**src/rtl/xbw_pkg.sv**
```systemverilog
package xbw_pkg;
  typedef enum logic [2:0] {
    ST_IDLE,
    ST_MEM,
    ST_CFG_RD,
    ST_CFG_WR,
    ST_DFLT
  } xbw_state_e;
endpackage

```
**src/rtl/xbw_csr.sv**
```systemverilog
module xbw_csr #(
  parameter int DW        = 32,
  parameter int MODE_BIT  = 1,
  parameter int HI_LSB    = 2,
  parameter int ABORT_BIT = 26
) (
  input  logic          clk,
  input  logic          rst,
  input  logic          wr,
  input  logic          sel,
  input  logic [DW-1:0] wdata,
  input  logic          abort_evt,
  output logic          cfg_mode,
  output logic [1:0]    hi_bits,
  output logic [DW-1:0] rdata
);
  localparam logic [DW-1:0] MISC_MASK = (DW'(1) << MODE_BIT) | (DW'(3) << HI_LSB);

  logic [DW-1:0] misc_q;
  logic          abort_q;

  always_ff @(posedge clk) begin
    if (rst) begin
      misc_q  <= '0;
      abort_q <= 1'b0;
      rdata   <= '0;
    end else begin
      if (wr && !sel) misc_q <= wdata & MISC_MASK;
      if (abort_evt) abort_q <= 1'b1;
      else if (wr && sel && wdata[ABORT_BIT]) abort_q <= 1'b0;
      rdata <= sel ? (DW'(abort_q) << ABORT_BIT) : misc_q;
    end
  end

  assign cfg_mode = misc_q[MODE_BIT];
  assign hi_bits  = misc_q[HI_LSB +: 2];

  // an abort acknowledge always leaves the flag set
  assert_abort_capture_R6: assert property (@(posedge clk) disable iff (rst)
    abort_evt |=> abort_q);
  // write-one clear takes effect when no abort competes
  assert_abort_clear_R6: assert property (@(posedge clk) disable iff (rst)
    (wr && sel && wdata[ABORT_BIT] && !abort_evt) |=> !abort_q);
endmodule

```
**src/rtl/xbw_decode.sv**
```systemverilog
module xbw_decode #(
  parameter int                AW       = 32,
  parameter logic [1:0]        WIN_TAG  = 2'b10,
  parameter int                DEV_W    = 5,
  parameter int                DEV_LSB  = 11,
  parameter int                SEL_BASE = 13,
  parameter int                MAX_DEV  = 18,
  parameter longint unsigned   CFG_SPAN = 64'h10_0000
) (
  input  logic [AW-1:0] addr,
  input  logic          cfg_mode,
  input  logic [1:0]    hi_bits,
  output logic          in_win,
  output logic          is_cfg,
  output logic          reject,
  output logic [AW-1:0] xaddr,
  output logic [1:0]    lane
);
  localparam int FLD_MSB = DEV_LSB - 1;

  logic [DEV_W-1:0] dev;
  logic [63:0]      sel_line;

  always_comb begin
    dev      = addr[DEV_LSB +: DEV_W];
    sel_line = 64'd1 << (SEL_BASE + int'(dev));
    in_win   = (addr[AW-1 -: 2] == WIN_TAG);
    is_cfg   = in_win && cfg_mode;
    reject   = is_cfg && ((sel_line >= CFG_SPAN) || (int'(dev) > MAX_DEV));
    lane     = addr[1:0];
    if (cfg_mode) xaddr = sel_line[AW-1:0] | AW'({addr[FLD_MSB:2], 2'b00});
    else          xaddr = {hi_bits, addr[AW-3:0]};
  end
endmodule

```
**src/rtl/xbw_seq.sv**
```systemverilog
module xbw_seq
  import xbw_pkg::*;
#(
  parameter int AW = 32,
  parameter int DW = 32
) (
  input  logic          clk,
  input  logic          rst,
  input  logic          lcl_valid,
  input  logic          lcl_write,
  input  logic [AW-1:0] lcl_addr,
  input  logic [DW-1:0] lcl_wdata,
  input  logic [1:0]    lcl_size,
  input  logic          in_win,
  input  logic          is_cfg,
  input  logic          reject,
  input  logic [AW-1:0] xaddr,
  input  logic [1:0]    lane,
  output logic          lcl_busy,
  output logic          lcl_done,
  output logic          lcl_err,
  output logic [DW-1:0] lcl_rdata,
  output logic          ext_req,
  output logic          ext_write,
  output logic          ext_cfg,
  output logic [AW-1:0] ext_addr,
  output logic [DW-1:0] ext_wdata,
  input  logic          ext_ack,
  input  logic          ext_abort,
  input  logic [DW-1:0] ext_rdata,
  output logic          dflt_req,
  output logic          dflt_write,
  output logic [AW-1:0] dflt_addr,
  output logic [DW-1:0] dflt_wdata,
  input  logic          dflt_ack,
  input  logic [DW-1:0] dflt_rdata,
  output logic          abort_evt
);
  xbw_state_e    st;
  logic          wr_q;
  logic [1:0]    lane_q, size_q;
  logic [DW-1:0] wdata_q;
  logic [4:0]    sh;
  logic [DW-1:0] msk, pick, merged;

  always_comb begin
    sh     = {lane_q, 3'b000};
    msk    = {DW{1'b1}} >> {~size_q, 3'b000};
    pick   = (ext_rdata >> sh) & msk;
    merged = (ext_rdata & ~(msk << sh)) | ((wdata_q & msk) << sh);
  end

  assign abort_evt = ext_req && ext_ack && ext_abort;
  assign lcl_busy  = (st != ST_IDLE);

  always_ff @(posedge clk) begin
    if (rst) begin
      st <= ST_IDLE;
      wr_q <= 1'b0; lane_q <= '0; size_q <= '0; wdata_q <= '0;
      lcl_done <= 1'b0; lcl_err <= 1'b0; lcl_rdata <= '0;
      ext_req <= 1'b0; ext_write <= 1'b0; ext_cfg <= 1'b0;
      ext_addr <= '0; ext_wdata <= '0;
      dflt_req <= 1'b0; dflt_write <= 1'b0; dflt_addr <= '0; dflt_wdata <= '0;
    end else begin
      lcl_done <= 1'b0;
      case (st)
        ST_IDLE: if (lcl_valid) begin
          wr_q <= lcl_write; lane_q <= lane; size_q <= lcl_size; wdata_q <= lcl_wdata;
          if (!in_win) begin
            dflt_req <= 1'b1; dflt_write <= lcl_write;
            dflt_addr <= lcl_addr; dflt_wdata <= lcl_wdata;
            st <= ST_DFLT;
          end else if (reject) begin
            lcl_done <= 1'b1; lcl_err <= 1'b1; lcl_rdata <= '1;
          end else if (is_cfg) begin
            ext_req <= 1'b1; ext_cfg <= 1'b1; ext_write <= 1'b0;
            ext_addr <= xaddr; ext_wdata <= '0;
            st <= ST_CFG_RD;
          end else begin
            ext_req <= 1'b1; ext_cfg <= 1'b0; ext_write <= lcl_write;
            ext_addr <= xaddr; ext_wdata <= lcl_wdata;
            st <= ST_MEM;
          end
        end
        ST_MEM: if (ext_ack) begin
          ext_req <= 1'b0; lcl_done <= 1'b1; lcl_err <= ext_abort;
          lcl_rdata <= ext_abort ? '1 : (wr_q ? '0 : ext_rdata);
          st <= ST_IDLE;
        end
        ST_CFG_RD: if (ext_ack) begin
          if (ext_abort) begin
            ext_req <= 1'b0; lcl_done <= 1'b1; lcl_err <= 1'b1; lcl_rdata <= '1;
            st <= ST_IDLE;
          end else if (wr_q) begin
            ext_write <= 1'b1; ext_wdata <= merged;
            st <= ST_CFG_WR;
          end else begin
            ext_req <= 1'b0; lcl_done <= 1'b1; lcl_err <= 1'b0; lcl_rdata <= pick;
            st <= ST_IDLE;
          end
        end
        ST_CFG_WR: if (ext_ack) begin
          ext_req <= 1'b0; ext_write <= 1'b0; lcl_done <= 1'b1; lcl_err <= ext_abort;
          lcl_rdata <= ext_abort ? '1 : '0;
          st <= ST_IDLE;
        end
        ST_DFLT: if (dflt_ack) begin
          dflt_req <= 1'b0; lcl_done <= 1'b1; lcl_err <= 1'b0;
          lcl_rdata <= wr_q ? '0 : dflt_rdata;
          st <= ST_IDLE;
        end
        default: st <= ST_IDLE;
      endcase
    end
  end

  // every failed completion carries all-ones data
  assert_fail_data_R7: assert property (@(posedge clk) disable iff (rst)
    (lcl_done && lcl_err) |-> (lcl_rdata == {DW{1'b1}}));
  // completion is a single-cycle pulse
  assert_done_pulse_R10: assert property (@(posedge clk) disable iff (rst)
    lcl_done |=> !lcl_done);
  // a write phase only follows a clean read phase
  assert_wr_after_rd_R9: assert property (@(posedge clk) disable iff (rst)
    (ext_req && ext_cfg && !ext_write && ext_ack && ext_abort) |=> !ext_req);
endmodule

```
**src/rtl/xbus_window_bridge.sv**
```systemverilog
module xbus_window_bridge #(
  parameter int              AW        = 32,
  parameter int              DW        = 32,
  parameter logic [1:0]      WIN_TAG   = 2'b10,
  parameter int              DEV_W     = 5,
  parameter int              DEV_LSB   = 11,
  parameter int              SEL_BASE  = 13,
  parameter int              MAX_DEV   = 18,
  parameter longint unsigned CFG_SPAN  = 64'h10_0000,
  parameter int              MODE_BIT  = 1,
  parameter int              HI_LSB    = 2,
  parameter int              ABORT_BIT = 26
) (
  input  logic          clk,
  input  logic          rst,
  input  logic          lcl_valid,
  input  logic          lcl_write,
  input  logic [AW-1:0] lcl_addr,
  input  logic [DW-1:0] lcl_wdata,
  input  logic [1:0]    lcl_size,
  output logic          lcl_busy,
  output logic          lcl_done,
  output logic          lcl_err,
  output logic [DW-1:0] lcl_rdata,
  input  logic          csr_wr,
  input  logic          csr_sel,
  input  logic [DW-1:0] csr_wdata,
  output logic [DW-1:0] csr_rdata,
  output logic          ext_req,
  output logic          ext_write,
  output logic          ext_cfg,
  output logic [AW-1:0] ext_addr,
  output logic [DW-1:0] ext_wdata,
  input  logic          ext_ack,
  input  logic          ext_abort,
  input  logic [DW-1:0] ext_rdata,
  output logic          dflt_req,
  output logic          dflt_write,
  output logic [AW-1:0] dflt_addr,
  output logic [DW-1:0] dflt_wdata,
  input  logic          dflt_ack,
  input  logic [DW-1:0] dflt_rdata
);
  logic          cfg_mode, in_win, is_cfg, reject, abort_evt;
  logic [1:0]    hi_bits, lane;
  logic [AW-1:0] xaddr;

  xbw_csr #(.DW(DW), .MODE_BIT(MODE_BIT), .HI_LSB(HI_LSB), .ABORT_BIT(ABORT_BIT)) u_csr (
    .clk(clk), .rst(rst), .wr(csr_wr), .sel(csr_sel), .wdata(csr_wdata),
    .abort_evt(abort_evt), .cfg_mode(cfg_mode), .hi_bits(hi_bits), .rdata(csr_rdata)
  );

  xbw_decode #(.AW(AW), .WIN_TAG(WIN_TAG), .DEV_W(DEV_W), .DEV_LSB(DEV_LSB),
               .SEL_BASE(SEL_BASE), .MAX_DEV(MAX_DEV), .CFG_SPAN(CFG_SPAN)) u_decode (
    .addr(lcl_addr), .cfg_mode(cfg_mode), .hi_bits(hi_bits), .in_win(in_win),
    .is_cfg(is_cfg), .reject(reject), .xaddr(xaddr), .lane(lane)
  );

  xbw_seq #(.AW(AW), .DW(DW)) u_seq (
    .clk(clk), .rst(rst), .lcl_valid(lcl_valid), .lcl_write(lcl_write),
    .lcl_addr(lcl_addr), .lcl_wdata(lcl_wdata), .lcl_size(lcl_size),
    .in_win(in_win), .is_cfg(is_cfg), .reject(reject), .xaddr(xaddr), .lane(lane),
    .lcl_busy(lcl_busy), .lcl_done(lcl_done), .lcl_err(lcl_err), .lcl_rdata(lcl_rdata),
    .ext_req(ext_req), .ext_write(ext_write), .ext_cfg(ext_cfg), .ext_addr(ext_addr),
    .ext_wdata(ext_wdata), .ext_ack(ext_ack), .ext_abort(ext_abort), .ext_rdata(ext_rdata),
    .dflt_req(dflt_req), .dflt_write(dflt_write), .dflt_addr(dflt_addr),
    .dflt_wdata(dflt_wdata), .dflt_ack(dflt_ack), .dflt_rdata(dflt_rdata),
    .abort_evt(abort_evt)
  );

  // the two targets are never requested together, and the default port never sees window addresses
  assert_single_target_R1: assert property (@(posedge clk) disable iff (rst)
    !(ext_req && dflt_req));
  assert_dflt_outside_R1: assert property (@(posedge clk) disable iff (rst)
    dflt_req |-> (dflt_addr[AW-1 -: 2] != WIN_TAG));
  // a configuration cycle drives exactly one select line
  assert_cfg_onehot_R4: assert property (@(posedge clk) disable iff (rst)
    (ext_req && ext_cfg) |-> $onehot(ext_addr[AW-1:SEL_BASE]));
  // no configuration cycle leaves the permitted span
  assert_cfg_span_R5: assert property (@(posedge clk) disable iff (rst)
    (ext_req && ext_cfg) |-> (64'(ext_addr) < CFG_SPAN));
endmodule

```
**config.mk**
```make
export PLATFORM = sky130hd
export DESIGN_NAME = xbus_window_bridge
export DESIGN_NICKNAME = d
export VERILOG_FILES = /design/src/rtl/xbw_pkg.sv /design/src/rtl/xbw_csr.sv /design/src/rtl/xbw_decode.sv /design/src/rtl/xbw_seq.sv /design/src/rtl/xbus_window_bridge.sv
export SDC_FILE = /design/constraint.sdc
export NUM_CORES = 1
export LEC_CHECK = 0
export BUFFER_PORTS_ARGS = -buffer_cell sky130_fd_sc_hd__buf_4
export CORE_MARGIN = 2
export CORE_UTILIZATION = 50
export DETAILED_ROUTE_END_ITERATION = 8
export PLACE_DENSITY = 0.85
export SLEW_MARGIN = 10
export SYNTH_ARGS = -nofsm -noshare
export SYNTH_HDL_FRONTEND = slang
export SYNTH_SLANG_ARGS = --single-unit
```
**constraint.sdc**
```tcl
create_clock -name clk -period 2.8 [get_ports clk]
set_clock_uncertainty 0.05 [all_clocks]
set_input_delay 0.7 -clock clk [delete_from_list [all_inputs] [get_ports clk]]
set_output_delay 0.7 -clock clk [all_outputs]
set_load 0.01 [all_outputs]
```
Word-level counts from Yosys, hierarchy flattened
Cells that the tools add are included.
{"block": "totals", "inputBits": 171, "word_cells": 161, "reg_bits": 215, "output_inout_bits": 200}
{"block": "op_classes", "eq_ne": 19, "add_sub_neg": 1, "bitwise_logic": 10, "reduce_logical": 31, "magnitude_cmp": 2, "n_shift": 5, "mux": 72}
{"cell": "32-bit two-way mux", "n": 21}
{"cell": "32-bit case mux with 5 select lines", "n": 1}
{"cell": "32-bit bitwise AND", "n": 3}
{"cell": "64-bit by 21-bit greater-or-equal comparator with 1-bit output, second input constant", "n": 1}
{"cell": "32-bit case mux with 2 select lines", "n": 1}
{"cell": "1-bit by 32-bit left shift with 64-bit output, first input constant", "n": 1}
{"cell": "32-bit by 5-bit left shift with 32-bit output", "n": 2}
{"cell": "1-bit two-way mux", "n": 34}
{"cell": "32-bit NOT", "n": 1}
{"cell": "32-bit by 11-bit OR with 32-bit output", "n": 1}
{"cell": "32-bit OR", "n": 1}
{"cell": "32-bit by 5-bit >> shifter with 32-bit output", "n": 1}
{"cell": "32-bit by 5-bit >> shifter with 32-bit output, first input constant", "n": 1}
{"cell": "3-bit two-way mux", "n": 7}
{"cell": "2-bit != test, second input constant", "n": 9}
{"cell": "8-bit AND reduction", "n": 2}
{"cell": "7-bit AND reduction", "n": 2}
{"cell": "3-bit case mux with 4 select lines", "n": 1}
{"cell": "9-bit AND reduction", "n": 1}
{"cell": "3-bit nonzero test", "n": 3}
{"cell": "1-bit case mux with 4 select lines", "n": 2}
{"cell": "4-bit AND reduction", "n": 2}
{"cell": "1-bit logical AND", "n": 7}
{"cell": "4-bit by 5-bit adder with 6-bit output, first input constant", "n": 1}
{"cell": "22 further kinds", "n": 34}

Depth between registers and ports, before layout
{"block": "depth", "ltp_word": 10, "mapped_depth": 8, "mapped_depth_nobuf": 6}

Cells and area by module
A second synthesis with hierarchy kept.
{"block": "unflattened", "cells_unflattened": 1290, "hier_area_um2": 10546.4}
{"mod": "xbw_seq", "cells_per_inst": 1157, "area_each_um2": 9582.9, "seq_area_each_um2": 4144.0, "n_inst": 1}
{"mod": "xbw_csr", "cells_per_inst": 56, "area_each_um2": 501.7, "seq_area_each_um2": 160.2, "n_inst": 1}
{"mod": "xbw_decode", "cells_per_inst": 77, "area_each_um2": 461.7, "seq_area_each_um2": 0.0, "n_inst": 1}

Least setup slack after synthesis
OpenSTA, ideal clock, no wires.
{"block": "synth_timing", "path_kind": "input to register", "from": "input lcl_addr[12]", "to": "register u_seq.ext_wdata[2]", "required_time_ns": 2.618, "path_slack_ns": 0.502, "arrival_ns": 2.116, "n_path_buf": 2, "stages": 7, "setup_ns": 0.132, "path_cell_list": "clkbuf_1 > a311o_1 > nand3_1 > nand3_1 > buf_2 > a221oi_1 > nor3_1"}
{"block": "synth_between", "elab_chain_cells": 7, "elab_cells_between_ends": 8, "classes_between": "1 x add/sub; 2 x order compare; 1 x eq/ne; 1 x shift; 3 x reduce/logical"}
{"item": "start: declaration", "line": "xbus_window_bridge.sv:18", "rtl": "input logic [AW-1:0] lcl_addr,"}
{"item": "4-bit by 5-bit adder with 6-bit output", "line": "xbw_decode.sv:26", "rtl": "sel_line = 64'd1 << (SEL_BASE + int'(dev));"}
{"item": "1-bit by 32-bit left shift with 64-bit output", "line": "xbw_decode.sv:26"}
{"item": "64-bit by 21-bit greater-or-equal comparator with 1-bit output", "line": "xbw_decode.sv:29", "rtl": "reject = is_cfg && ((sel_line >= CFG_SPAN) || (int'(dev) > MAX_DEV));"}
{"item": "1-bit logical OR (*)", "line": "xbw_decode.sv:29"}
{"item": "1-bit logical AND (*)", "line": "xbw_decode.sv:29"}
{"item": "2-bit != test (no source line) (*)"}
{"item": "7-bit AND reduction (no source line) (*)"}
{"item": "end signal: assignment", "line": "xbw_seq.sv:81", "rtl": "ext_addr <= xaddr; ext_wdata <= lcl_wdata;"}
{"item": "end: declaration", "line": "xbw_seq.sv:27", "rtl": "output logic [DW-1:0] ext_wdata,"}
Mark *: on every way between the ends. The rest lies on a longest branch, timed or not.
A chain may end at the register's enable or synchronous reset.

Worst setup path in the final report
{"block": "layout_timing", "from": "register u_seq.st[0]", "to": "output lcl_busy"}
{"block": "layout_between", "elab_chain_cells": 1}
{"item": "start: declaration", "line": "xbw_seq.sv:39", "rtl": "xbw_state_e st;"}
{"item": "start signal: assignment", "line": "xbw_seq.sv:58", "rtl": "st <= ST_IDLE;"}
{"item": "start signal: assignment", "line": "xbw_seq.sv:72", "rtl": "st <= ST_DFLT;"}
{"item": "start signal: assignment", "line": "xbw_seq.sv:78", "rtl": "st <= ST_CFG_RD;"}
{"item": "3-bit nonzero test", "line": "xbw_seq.sv:54", "rtl": "assign lcl_busy = (st != ST_IDLE);"}
{"item": "end: declaration", "line": "xbus_window_bridge.sv:21", "rtl": "output logic lcl_busy,"}
No other way between the ends.

==> results.json <==
{
  "finalNonFillerCells": 1903,
  "vias_per_cell": 5.96,
  "seq_area_frac_synth": 0.413,
  "grt.total_usage": 0.317,
  "drc": 0,
  "ys_top_cells_by_area": "dfxtp_1, nand2_1, a21oi_1",
  "synth_edf_count": 0,
  "dieArea_sq_mm": 0.0220,
  "drtPass1Iterations": 6,
  "r2r_cells": 6,
  "num_vias": 11300,
  "cts_resized": 0,
  "final_nets": 1788,
  "syn_area_sq_mm": 0.0104,
  "maxSlewHeadroom": 0.501,
  "path_cells": "nor3_1 > inv_1 > buf_4",
  "start_util": 0.511,
  "place_congestion": 0.976,
  "leakage_uw": 0.00563,
  "async_flop_share": 0,
  "dieWidth_um": 148,
  "clock_latency_ns": 0.52,
  "die_h_um": 148,
  "met3_usage": 0.0696,
  "top_usage_layer": "met2",
  "status": "finished clean",
  "finalSetupTns_ns": 0,
  "rsz0062_at_grt": "no",
  "met2_usage": 0.508,
  "portBuffers": 314,
  "grt_first_pass_wirelength_mm": 56.4,
  "cts-buffers-inserted": 24,
  "cap_violations": 0,
  "yosys.area.top_type": "dfxtp_1",
  "core_sq_mm": 0.0204,
  "setup_viol": 0,
  "gr-total-overflow": 0,
  "syn_avg_cell_area_sq_um": 7.66,
  "clk_pin_slew_ns": 0.05,
  "dp_cells": 1860,
  "synthTopCellsByCount": "nand2_1, dfxtp_1, a21oi_1, nor2_1, clkbuf_1",
  "worstPathArrival_ns": 1.91,
  "clock_path_buffers": 3,
  "hold-path-cell-count": 2,
  "cts_htree_levels": 1,
  "cts_setup_buffers": 0,
  "root_buffer": "clkbuf_16",
  "drtAntennaViolNets": 0,
  "critPathCaptureType": "output pin",
  "vdd_drop_max_mv": 0.569,
  "antennaDiodeCount": 0,
  "critPathLaunchType": "flip-flop",
  "cpMaxStageDelayCell": "nor3_1",
  "slew_violations": 0,
  "dp_hpwl_mm": 26.4,
  "synthCells": 1359,
  "cp_max_fo": 14,
  "cts_tree": "yes",
  "wl_mm": 36.7,
  "wl_per_cell_um": 19.3,
  "grt_util_met1": 0.409,
  "hp-class": "in2reg",
  "fmax_mhz": 376,
  "clock-sinks": 215,
  "drt-initial-drc-count": 1095,
  "ys_warn_count": 0,
  "worst_pin_slew_ns": 0.745,
  "antenna_found_initial": 0,
  "synth.distinct_cells": 57,
  "row_count": 52,
  "grt_pass1_vias": 10500,
  "cpPeakStageDelay_ns": 0.50,
  "ys_ff_latch": 215,
  "required_ns": 2.05,
  "fin_util": 0.674,
  "timing_worst_setup_path_type": "reg2out",
  "drive_above_1_share": 0.258,
  "holdBufCountCts": 0,
  "area_growth_pct": 31.8,
  "ios": 371,
  "hold_violations": 0,
  "synth_ff_type": "dfxtp_1",
  "period_minus_slack_ns": 2.66,
  "netlist.area_leader.share": 0.413,
  "synth_most_common_cell": "nand2_1",
  "period_share": 0.950,
  "powerDensity_mw_per_mm2": 753,
  "grt_max_degree": 81
}
## layout by cell type, fill, tap and decap left out, types with 8 or more instances in the layout
cell type  count
buf_4        351
clkbuf_16     25
nor3_1        69
nor2b_1       40
dfxtp_1      214
a21oi_1      176
conb_1        28
a2111oi_0     13
mux2i_1       12
nor2_1       113
a211oi_1      34
nand3_1       19
nand2_1      266
o21ai_0       57
a221oi_1      23
mux2_2        16
a221o_1        8
a22oi_1       24
a311oi_1      15
o211ai_1      10
## through the flow
stage	area (sq um)	hold slack, ns	worst slack [ns]	power (uW)
global route	13700	0.356	0.0171	10800
floorplan	10500	0.359	0.502	5720
detailed placement	12900	0.369	0.107	7090
global placement	12900	0.368	0.224	7020
finish	13700	0.353	0.141	10300
CTS	13700	0.339	0.123	10300
## layer usage
metal / vias to the layer above / part of all wire
li1: 5295 / -
met1: 5306 / 0.39
met2: 616 / 0.46
met3: 126 / 0.099
met4: 0 / 0.047
met5: - / 0
## logic make-up after synthesis
| family | count (synthesis) | synth area share |
|---|---|---|
| compound gates | 413 | 0.256 |
| buf+inv | 159 | 0.0715 |
| other cells | 1 | 0.000360 |
| simple gates | 543 | 0.230 |
| mux | 28 | 0.0288 |
| flops | 215 | 0.413 |
## worst max-delay path, delay by kind of cell (launching register included)
kind | cells | cell delay (ns)
DFF | 1 | 0.49
buffers and inverters | 2 | 0.40
and+or+nand+nor | 1 | 0.50
## registers in the layout (all words and copies together), names as in the netlist
register          flops
u_csr.abort_q         1
u_csr.misc_q          3
u_csr.rdata           4
u_seq.dflt_addr      32
u_seq.dflt_req        1
u_seq.dflt_wdata     32
u_seq.dflt_write      1
u_seq.ext_addr       32
u_seq.ext_cfg         1
u_seq.ext_req         1
u_seq.ext_wdata      32
u_seq.ext_write       1
u_seq.lane_q          2
u_seq.lcl_done        1
u_seq.lcl_err         1
u_seq.lcl_rdata      32
u_seq.size_q          2
u_seq.st              3
u_seq.wdata_q        32
u_seq.wr_q            1
## final timing paths
check | startpoint | to | slack [ns]
min reg2reg | u_csr.abort_q | u_csr.rdata[26] | 0.38
max | u_seq.st[0] | lcl_busy | 0.14
min | csr_sel | u_csr.rdata[1] | 0.35
max reg2reg | u_seq.lane_q[0] | u_seq.ext_wdata[22] | 0.38
## power by group
part | leakage (uW) | internal [uW] | total, uW | switching, uW
registers | 0.00176 | 3510 | 3820 | 318
clock network | 0.000394 | 1980 | 3250 | 1270
logic | 0.00348 | 1390 | 3260 | 1870
total | 0.00563 | 6880 | 10300 | 3450
## final cells by class
| cell class | instances | area (sq um) |
|---|---|---|
| clock buffers | 33 | 686 |
| clock inverters | 9 | 129 |
| fillers | 1671 | 6650 |
| inverters | 7 | 26.3 |
| multi-input cells | 1012 | 5490 |
| flip-flops and latches | 215 | 4310 |
| well taps | 270 | 338 |
| repair buffers | 357 | 2750 |
Power figures use the tool's default switching activity.
